**src/rtl/pwm_trip_guard.sv**
```systemverilog
module pwm_trip_guard #(
  parameter int N_CH  = 4,
  parameter int N_FLT = 4
) (
  input  logic              clk,
  input  logic              rst_n,
  input  logic [N_CH-1:0]   pwm_p,
  input  logic [N_CH-1:0]   pwm_n,
  input  logic [N_CH-1:0]   ch_en,
  input  logic [N_FLT-1:0]  flt_in,
  input  logic              reg_wr,
  input  logic [N_FLT+3:0]  reg_wdata,
  output logic [N_FLT+3:0]  reg_rdata,
  output logic              irq,
  output logic [N_CH-1:0]   pad_p,
  output logic [N_CH-1:0]   pad_n,
  output logic [N_CH-1:0]   pad_p_oen,
  output logic [N_CH-1:0]   pad_n_oen
);
  localparam int LVP = N_FLT;
  localparam int LVN = N_FLT + 1;
  localparam int TRI = N_FLT + 2;
  localparam int STS = N_FLT + 3;

  logic [N_FLT-1:0] sync1, sync2, flt_en;
  logic lvl_p, lvl_n, tri_q, trip_q;

  wire hit = |(sync2 & flt_en);
  wire clr = reg_wr && !reg_wdata[STS];

  always_ff @(posedge clk or negedge rst_n) begin
    if (!rst_n) begin
      sync1  <= '0;
      sync2  <= '0;
      flt_en <= '0;
      lvl_p  <= 1'b0;
      lvl_n  <= 1'b0;
      tri_q  <= 1'b0;
      trip_q <= 1'b0;
    end else begin
      sync1 <= flt_in;
      sync2 <= sync1;
      if (reg_wr) begin
        flt_en <= reg_wdata[N_FLT-1:0];
        lvl_p  <= reg_wdata[LVP];
        lvl_n  <= reg_wdata[LVN];
        tri_q  <= reg_wdata[TRI];
      end
      if (hit)      trip_q <= 1'b1;
      else if (clr) trip_q <= 1'b0;
    end
  end

  assign reg_rdata = {trip_q, tri_q, lvl_n, lvl_p, flt_en};
  assign irq       = trip_q;

  wire [N_CH-1:0] frc = {N_CH{trip_q}} & ch_en;

  assign pad_p     = (pwm_p & ~frc) | (frc & {N_CH{lvl_p & ~tri_q}});
  assign pad_n     = (pwm_n & ~frc) | (frc & {N_CH{lvl_n & ~tri_q}});
  assign pad_p_oen = frc & {N_CH{tri_q}};
  assign pad_n_oen = frc & {N_CH{tri_q}};

  assert_set_R2: assert property (@(posedge clk) disable iff (!rst_n)
    hit |=> reg_rdata[STS]);

  assert_sticky_R4: assert property (@(posedge clk) disable iff (!rst_n)
    (reg_rdata[STS] && !(reg_wr && !reg_wdata[STS])) |=> reg_rdata[STS]);

  assert_clear_R4: assert property (@(posedge clk) disable iff (!rst_n)
    (clr && !hit) |=> !reg_rdata[STS]);

  assert_rise_cause_R3: assert property (@(posedge clk) disable iff (!rst_n)
    $rose(irq) |-> $past(hit));

  assert_tristate_R7: assert property (@(posedge clk) disable iff (!rst_n)
    (reg_rdata[STS] && reg_rdata[TRI]) |-> ((pad_p_oen & ch_en) == ch_en && (pad_p & ch_en) == '0));

  assert_passthru_R8: assert property (@(posedge clk) disable iff (!rst_n)
    ((pad_p ^ pwm_p) & ~ch_en) == '0 && (pad_n_oen & ~ch_en) == '0);
endmodule

```
**config.mk**
```make
export PLATFORM = sky130hd
export DESIGN_NAME = pwm_trip_guard
export DESIGN_NICKNAME = d
export VERILOG_FILES = /design/src/rtl/pwm_trip_guard.sv
export SDC_FILE = /design/constraint.sdc
export NUM_CORES = 1
export LEC_CHECK = 0
export CAP_MARGIN = 10
export CORE_ASPECT_RATIO = 0.5
export CORE_MARGIN = 5
export CORE_UTILIZATION = 25
export DETAILED_ROUTE_END_ITERATION = 10
export DONT_BUFFER_PORTS = 1
export SLEW_MARGIN = 20
export SYNTH_ARGS = -nofsm -noshare
export SYNTH_HDL_FRONTEND = slang
export SYNTH_SLANG_ARGS = --single-unit
```
**constraint.sdc**
```tcl
create_clock -name clk -period 0.95 [get_ports clk]
set_clock_uncertainty 0.15 [all_clocks]
set_input_delay 0.095 -clock clk [delete_from_list [all_inputs] [get_ports clk]]
set_output_delay 0.095 -clock clk [all_outputs]
set_load 0.01 [all_outputs]
```
==> impl_metrics.py, run 1 <==
metrics = {
    "route": {
        "routedWlPerCell_um": 16.63,
        "drt-total-wl_um": 1996,
        "vias_per_cell": 4.567,
        "drtPass1Iterations": 4,
        "antenna_left": 0,
        "vias": 548,
        "drc": 0,
        "first_iter_violations": 16,
    },
    "sta": {
        "setup_tns_ns": -7.605,
        "drv_slew": 0,
        "rsz0062_at_grt": "yes",
        "finalHoldViolations": 24,
        "fmax_mhz": 758.4,
        "worst_pin_slew_ns": 0.6919,
        "setup_ws_ns": -0.3685,
        "period_needed_ns": 1.319,
        "relSlewSlack": 0.5388,
        "whs_ns": -0.1932,
        "setup_viol": 31,
        "period_share": 1.388,
    },
    "critical_path": {
        "crit-reg2reg-launch": "irq",
        "crit_fanout": 6,
        "cp.required_ns": 0.70,
        "max_stage_delay_ns": 0.48,
        "crit_type": "reg -> out",
        "crit_path_end_kind": "primary output",
        "crit_path_start_kind": "flip-flop",
        "rrSetupSlack_ns": -0.32,
        "crit_chain": "nand2_2 -> nand2_1 -> o21ai_4",
        "critPathArrivalTime_ns": 1.07,
        "crit_slowest_cell": "dfrtp_2",
        "reg2reg_depth": 3,
        "rr_endpoint": "irq",
    },
    "global_route": {
        "grt_pass1_wl_um": 2953,
        "gr-total-overflow": 0,
        "grt_usage": 0.09814,
        "grt_max_degree": 17,
        "antenna_found_initial": 0,
        "grt_pass1_vias": 577,
    },
    "cts": {
        "clk_pin_slew_ns": 0.06,
        "clkLatencyLatePin_ns": 0.24,
        "cts_tree": "yes",
        "cts_hold_buffers": 12,
        "root_buffer": "clkbuf_8",
        "clkSinkCount": 16,
        "cts_htree_levels": 1,
        "cts_buffer_depth": 2,
        "cts-buffers-inserted": 3,
    },
    "yosys": {
        "netlist_area_sq_um": 700.7,
        "ys_seq_elements": 16,
        "syn_nets": 89,
        "syn_area_per_cell_sq_um": 11.30,
        "ys_seq_area_frac": 0.5714,
        "synth_cell_types": 10,
        "yosys.area.top_type_share": 0.5714,
        "synth_cells": 62,
        "yosysWarnings": 0,
        "netlist.top_cell.by_area": "dfrtp_1",
        "ys_top_cells_by_area": "dfrtp_1 (57%), mux2_2 (11%), buf_4 (8.6%)",
    },
    "layout": {
        "area_delta_synth_final_pct": 61.96,
        "fin_nets": 111,
        "n_antenna_cell": 0,
        "stdcell_count": 120,
        "drive_gt1_frac": 0.6024,
    },
    "floorplan": {
        "ioPinCount": 52,
        "std_cell_rows": 13,
        "coreArea_sq_um": 2635,
        "fp.dieH_um": 47.44,
        "initial_core_util": 0.2659,
        "die_area_sq_um": 4026,
        "die_x_um": 84.87,
    },
    "power": {
        "p_total_mw": 1.750,
        "powerDensity_nw_per_um2": 1542,
        "peakVddDrop_mv": 0.4806,
        "p_leak_nw": 0.4831,
    },
    "hold_path": {
        "worstHoldPathType": "in -> async",
    },
    "placed_design": {
        "dpl_worst_slack_ns": -0.1588,
        "place.gp.congestion": 0.7285,
        "place_inst": 99,
        "dpl.hpwl_um": 1389,
        "port-buffer-count": 0,
    },
    "run_status": {
        "violations": "hold timing, setup timing",
        "status": "finished, violations left",
    },
    "run": {
        "maxCapViolCount": 0,
    },
}
==> worst max-delay path, delay by kind of cell (launching register included) <==
kind / cells / cell delay (ns)
flops: 1 / 0.48
compound gates: 1 / 0.09
simple gates: 2 / 0.26
==> synthesized netlist by cell type <==
cell,n
a222oi_1,1
a22oi_1,1
and3_1,4
buf_4,8
buf_6,1
dfrtp_1,16
mux2_2,7
nand2_1,13
nand2b_1,3
o21ai_0,8
==> what timing repair did <==
item,4_1_cts,5_1_grt
setup endpoints to repair,29,48
gates cloned,0,0
pin swaps,1,0
hold endpoints to repair,28,24
buffers inserted,4,2
resized for setup,25,6
==> state kept, by name, summed over array words and instances, names as in the netlist <==
signal / flops
flt_en: 4
irq: 1
lvl_n: 1
lvl_p: 1
sync1: 4
sync2: 4
tri_q: 1
==> cells in the final DEF (no fill, tap or decap) <==
cell,instances
mux2_2,6
clkbuf_8,3
nand2_2,6
nand2b_4,2
nand2b_1,1
nand2_1,5
buf_6,10
dfrtp_2,4
dfrtp_1,12
a22oi_1,1
buf_4,4
clkbuf_1,1
dlygate4sd3_1,11
a222oi_1,1
and3_4,4
o21ai_4,6
mux2_4,1
dlymetal6s4s_1,1
nand2_4,2
o21ai_2,2
==> kinds of logic (layout without fill, tap and decap cells) <==
group           after synthesis  after routing  synth area share
buf+inv                       9             30            0.1018
flops                        16             16            0.5714
simple gates                 20             20            0.1321
mux                           7              7            0.1125
compound gates               10             10           0.08215
==> per-layer routing <==
layer  global-route usage  vias up  routed length, um
li1                     -      246                  -
met1               0.1034      272                750
met2               0.2068       30               1157
met3              0.02234        0                 88
met4              0.02839        0                  0
met5                    0        -                  0
==> report_power, final <==
| group | internal (mW) | switching, mW |
|---|---|---|
| logic | 0.246 | 0.221 |
| clock network | 0.296 | 0.199 |
| registers | 0.736 | 0.0521 |
| total | 1.28 | 0.472 |
==> through the flow <==
step	hold WS [ns]	cell area, sq um	util
2_1_floorplan	-0.3506	777.0	-
3_3_place_gp	-0.3502	812.0	0.3082
3_5_place_dp	-0.3503	812.0	0.3082
4_1_cts	-0.1486	1115	0.4231
5_1_grt	-0.1493	1135	0.4307
6_report	-0.1932	1135	0.4307
==> final cells by class <==
| type | count | area [sq um] |
|---|---|---|
| multi-input cells | 37 | 372.9 |
| flip-flops and latches | 16 | 405.4 |
| well taps | 37 | 46.29 |
| fillers | 241 | 1500 |
| repair buffers | 26 | 265.3 |
| clock buffers | 4 | 45.04 |
==> worst max-delay path by stage <==
stage	startpoint	to	slack (ns)	cells past startpoint
after floorplan	flt_en[1]	irq	-0.1	2
after global placement	flt_en[1]	irq	-0.09	2
after detailed placement	flt_en[1]	irq	-0.16	2
after CTS	irq	pad_p[1]	-0.37	3
after global routing	irq	pad_n[0]	-0.43	2
final	irq	pad_p[1]	-0.37	3
Note: power is estimated with default switching activity, not from simulation.
==> run 2: changes to the inputs <==
Settings changed: ABC_AREA set to 1.
==> run 2 against run 1 <==
  * The flow still finishes with violations (hold timing, setup timing)
  * Non-clock buffer count up 12
  * Highest routed layer is now met4
  * Utilization up 6.8 points
  * Sequential share of layout area fell by 5.6 points
  * Cell count rose by 37%
  * Synthesized cell count rose by 52%
  * Critical path type unchanged
==> impl_metrics.py, run 2 <==
metrics = {
    "sta": {
        "finalHoldViolations": 16,
        "period_needed_ns": 1.322,
        "worst_pin_slew_ns": 0.6665,
        "rsz0062_at_grt": "yes",
        "relSlewSlack": 0.5557,
        "whs_ns": -0.2077,
        "drv_slew": 0,
        "fmax_mhz": 756.7,
        "setup_ws_ns": -0.3715,
        "setup_viol": 27,
        "period_share": 1.391,
    },
    "layout": {
        "layout_common_cells": "nand2_1 (29), nand2_2 (17), buf_6 (17)",
        "fin_area_sq_um": 1338,
        "area_delta_synth_final_pct": 83.36,
        "final_util": 0.4984,
        "drive_gt1_frac": 0.5197,
        "final_common_cell": "nand2_1",
        "reg_top3": "flt_en: 4 flops, sync1: 4 flops, sync2: 4 flops",
        "n_antenna_cell": 0,
        "stdcell_count": 164,
        "fin_nets": 155,
        "nFillCells": 255,
    },
    "floorplan": {
        "die_x_um": 86.39,
        "initial_core_util": 0.2718,
        "fp.dieH_um": 48.20,
        "ioPinCount": 52,
        "coreArea_sq_um": 2684,
        "std_cell_rows": 13,
        "die_area_sq_um": 4164,
    },
    "yosys": {
        "ys_top_cells_by_area": "dfrtp_1 (55%), nand2_1 (26%), buf_4 (8.2%)",
        "synthAdderAreaFrac": 0,
        "ys_dominant_reg_cell": "dfrtp_1",
        "yosys.area.top_type_share": 0.5489,
        "synth_top_family_by_area": "simple AND/OR/NAND/NOR gates",
        "synth_cell_types": 7,
        "yosysMostFrequentCell": "nand2_1",
        "ys_seq_elements": 16,
        "yosysWarnings": 0,
        "syn_nets": 121,
        "synthMuxAreaShare": 0,
        "synth-simple-area-share": 0.2933,
        "synth_compound_area_frac": 0.02744,
        "ys_seq_area_frac": 0.5489,
        "syn_area_per_cell_sq_um": 7.760,
        "synthXorXnorAreaFrac": 0,
        "synth_common_cells": "nand2_1 (50), dfrtp_1 (16), buf_4 (8), inv_1 (8), nor2_1 (7)",
        "synth_cells": 94,
        "netlist_area_sq_um": 729.5,
        "netlist.top_cell.by_area": "dfrtp_1",
        "async_reset_ff_frac": 1.000,
        "synth_edf_count": 0,
    },
    "run": {
        "maxCapViolCount": 0,
    },
    "route": {
        "drt-total-wl_um": 2122,
        "drc": 0,
        "vias": 673,
        "first_iter_violations": 17,
        "vias_per_cell": 4.104,
        "antenna_left": 0,
        "routedWlPerCell_um": 12.94,
        "drtPass1Iterations": 4,
    },
    "cts": {
        "cts_hold_buffers": 14,
        "cts_tree": "yes",
        "clkSinkCount": 16,
        "cts-buffers-inserted": 3,
        "clkLatencyLatePin_ns": 0.24,
        "root_buffer": "clkbuf_8",
        "cts_htree_levels": 1,
        "clk_pin_slew_ns": 0.06,
        "cts_buffer_depth": 2,
    },
    "global_route": {
        "grt_usage": 0.09518,
        "grt_pass1_wl_um": 2973,
        "grt_util_met2": 0.1915,
        "gr-total-overflow": 0,
        "antenna_found_initial": 0,
        "grt_pass1_vias": 686,
        "grtUsageMet3": 0.03035,
        "grt_max_degree": 17,
        "grt.met1_usage": 0.09734,
        "top_usage_layer": "met2",
    },
    "critical_path": {
        "crit_type": "reg -> out",
        "critPathArrivalTime_ns": 1.08,
        "crit_path_end_kind": "primary output",
        "cp.required_ns": 0.70,
        "crit_path_start_kind": "flip-flop",
        "crit_fanout": 3,
    },
    "power": {
        "powerDensity_nw_per_um2": 1466,
        "peakVddDrop_mv": 0.9311,
        "p_leak_nw": 0.6491,
    },
    "run_status": {
        "violations": "hold timing, setup timing",
        "status": "finished, violations left",
    },
    "placed_design": {
        "dpl.hpwl_um": 1410,
        "dpl_worst_slack_ns": -0.1895,
        "place_inst": 137,
        "port-buffer-count": 0,
        "place.gp.congestion": 0.6885,
        "dpl_cell_area_sq_um": 877.1,
    },
    "hold_path": {
        "worstHoldPathType": "in -> async",
    },
}
## run 2: area by class of cell
type	instances	area, sq um	area share
inverters	8	37.54	0.02806
well taps	37	46.29	0.03461
flip-flops and latches	16	402.9	0.3012
repair buffers	38	401.6	0.3003
multi-input cells	61	394.1	0.2947
clock buffers	4	55.05	0.04116
## run 2: power breakdown
group | leakage [nW] | internal [mW] | switching, mW | total [mW]
Combinational | 0.434 | 0.301 | 0.301 | 0.602
Clock | 0.0288 | 0.367 | 0.220 | 0.587
Sequential | 0.186 | 0.731 | 0.0396 | 0.771
## run 2: final timing paths
path | start | end | slack (ns) | depth (start not counted)
min in group clk | ch_en[3] | pad_p_oen[3] | 0.15 | 2
max in group asynchronous | rst_n | tri_q | 0.39 | 1
worst min-delay path | rst_n | sync2[2] | -0.21 | 1
worst max-delay path | irq | irq | -0.37 | 3
worst min register to register | sync1[2] | sync2[2] | 0.19 | 0
worst max register to register | irq | irq | -0.24 | 5
## run 2: critical path, stage by stage (launching register included)
cell	delay (ns)
dfrtp_2	0.43
buf_6	0.15
buf_4	0.13
buf_6	0.12
## run 2: per-stage QoR
step           setup TNS, ns  total power [mW]  hold WS, ns
4_1_cts               -8.624             1.911       0.1637
2_1_floorplan        -0.9090             1.012      -0.3506
3_5_place_dp          -1.869             1.110      -0.3502
5_1_grt               -8.538             2.061      -0.1332
3_3_place_gp          -1.639             1.106      -0.3503
6_report              -7.560             1.960      -0.2077
## run 2: cells by family (layout without fill, tap and decap cells)
logic type,Yosys count,after routing
AND/OR/NAND/NOR,57,57
flip-flops,16,16
AO/OA/AOI/OAI,4,4
buffers and inverters,17,50
## run 2: metal layers
layer / vias to the layer above / share of wire
met2: 20 / 0.56
met1: 311 / 0.37
met5: - / 0
met3: 2 / 0.055
met4: 0 / 0.0099
li1: 340 / -
## run 2: repair_timing
action                                  in CTS  in global routing
endpoints found under the setup margin      26                 49
buffers inserted                             7                  5
pin swaps                                   10                  9
hold endpoints to repair                    28                 16
gates resized for setup                     48                 18
==> run 3: changes to the inputs <==
Settings changed: CORE_ASPECT_RATIO 0.5 to not set, CORE_UTILIZATION 25 to 35.
==> run 3 against run 2 <==
  * The flow still finishes with violations (hold timing, setup timing)
  * Sequential power barely moved
  * Largest cell class unchanged
  * Global-route usage rose by 2.7 points
  * Sequential share of layout area rose by 3.5 points
  * Combinational power fell by 17%
  * Non-clock buffer count fell by 2
  * Clock power fell by 25%
  * Via count rose by 0.89%
  * Die area fell by 26%
  * Sequential cell count did not move
==> impl_metrics.py, run 3 (synthesis gave the netlist of run 2 again) <==
metrics = {
    "sta": {
        "fmax_mhz": 713.7,
        "period_needed_ns": 1.401,
        "worst_pin_slew_ns": 0.6988,
        "relSlewSlack": 0.5342,
        "drv_slew": 0,
        "setup_ws_ns": -0.4512,
        "whs_ns": -0.2440,
        "rsz0062_at_grt": "yes",
        "setup_viol": 27,
        "finalHoldViolations": 16,
        "period_share": 1.475,
    },
    "floorplan": {
        "std_cell_rows": 16,
        "fp.dieH_um": 55.65,
        "die_area_sq_um": 3097,
        "coreArea_sq_um": 1982,
        "ioPinCount": 52,
        "initial_core_util": 0.3681,
        "die_x_um": 55.65,
    },
    "power": {
        "p_total_mw": 1.711,
        "peakVddDrop_mv": 1.170,
        "p_leak_nw": 0.6166,
        "powerDensity_nw_per_um2": 1432,
    },
    "layout": {
        "area_delta_synth_final_pct": 63.81,
        "fin_area_sq_um": 1195,
        "final_common_cell": "nand2_1",
        "n_antenna_cell": 0,
        "reg_top3": "flt_en: 4 flops, sync1: 4 flops, sync2: 4 flops",
        "fin_nets": 153,
        "nFillCells": 162,
        "final_util": 0.6029,
        "layout_common_cells": "nand2_1 (38), dfrtp_1 (15), dlygate4sd3_1 (12), buf_6 (12), buf_4 (9)",
        "drive_gt1_frac": 0.4240,
    },
    "cts": {
        "root_buffer": "clkbuf_4",
        "clkSinkCount": 16,
        "cts-buffers-inserted": 3,
        "clk_pin_slew_ns": 0.09,
        "cts_buffer_depth": 2,
        "cts_tree": "yes",
        "cts_hold_buffers": 14,
        "clkLatencyLatePin_ns": 0.28,
        "cts_htree_levels": 1,
    },
    "route": {
        "wl_met2_um": 1031,
        "first_iter_violations": 13,
        "drt-total-wl_um": 1902,
        "vias_per_cell": 4.467,
        "met3WireLength_um": 210,
        "drc": 0,
        "wl_met1_um": 653,
        "drtPass1Iterations": 4,
        "routedWlPerCell_um": 12.51,
        "top_layer_used": "met4",
        "antenna_left": 0,
        "vias": 679,
    },
    "critical_path": {
        "crit_chain": "nand2_4 -> inv_2 -> nand2_1 -> nand2_2",
        "cp_top_family": "flip-flops",
        "crit-reg2reg-launch": "irq",
        "crit_path_start_kind": "flip-flop",
        "rr_endpoint": "irq",
        "worst-path-buf-inv": 1,
        "cp.required_ns": 0.70,
        "crit_type": "reg -> out",
        "critPathArrivalTime_ns": 1.16,
        "rrSetupSlack_ns": -0.11,
        "max_stage_delay_ns": 0.52,
        "crit_slowest_cell": "dfrtp_2",
        "reg2reg_depth": 3,
        "crit_fanout": 6,
        "crit_path_end_kind": "primary output",
    },
    "global_route": {
        "gr-total-overflow": 0,
        "grt_max_degree": 17,
        "grt_pass1_vias": 679,
        "grt_pass1_wl_um": 3022,
        "grt_usage": 0.1223,
        "antenna_found_initial": 0,
    },
    "placed_design": {
        "port-buffer-count": 0,
        "place.gp.congestion": 0.6886,
        "dpl.hpwl_um": 1296,
        "dpl_cell_area_sq_um": 864.6,
        "dpl_worst_slack_ns": -0.1368,
    },
    "run_status": {
        "violations": "hold timing, setup timing",
        "status": "finished, violations left",
    },
    "run": {
        "maxCapViolCount": 0,
    },
    "hold_path": {
        "worstHoldPathType": "in -> async",
    },
}
==> run 3: cell count changes in the layout (fill, tap and decap cells not counted), moves of 4 or more <==
| cell | change |
|---|---|
| nand2_4 | +4 |
| nand2_2 | -9 |
| nand2_8 | -4 |
| buf_6 | -5 |
| nand2_1 | +9 |
==> run 3: how the worst max path moves through the flow <==
| stage | startpoint | to | cells past startpoint |
|---|---|---|---|
| floorplan | irq | pad_p_oen[0] | 3 |
| global placement | tri_q | pad_p[1] | 3 |
| detailed placement | tri_q | pad_n[1] | 3 |
| CTS | tri_q | pad_p_oen[0] | 4 |
| global route | irq | pad_n[1] | 4 |
| finish | irq | pad_p[3] | 4 |
==> run 3: repair_timing <==
action                                 CTS  global route
endpoints found under the hold margin   28            16
resized for setup                       16            22
setup endpoints to repair               26            49
setup buffers                            5             3
pin swaps                                0             4
==> run 3: layout make-up <==
type | count | area, sq um | area share
Clock buffer | 4 | 36.28 | 0.03037
Inverter | 8 | 32.53 | 0.02723
Multi-Input combinational cell | 61 | 322.8 | 0.2702
Sequential cell | 16 | 401.6 | 0.3361
Tap cell | 27 | 33.78 | 0.02827
Timing Repair Buffer | 36 | 367.9 | 0.3079
==> run 3: report_power, final <==
group / total, mW / internal (mW) / switching [mW]
Clock: 0.439 / 0.233 / 0.206
Sequential: 0.772 / 0.729 / 0.0430
Combinational: 0.500 / 0.253 / 0.247
Total: 1.71 / 1.22 / 0.496
==> run 3: metal layers <==
layer	vias to the layer above	GRT usage
met5	-	0
li1	340	-
met3	2	0.07193
met4	0	0.04167
met2	32	0.2128
met1	305	0.1198
==> run 3: metrics by stage <==
step | std cells | setup TNS (ns)
after floorplan | 94 | -0.9090
after global placement | 127 | -1.577
after detailed placement | 127 | -1.701
after CTS | 149 | -10.05
after global routing | 152 | -10.94
final | 152 | -8.988
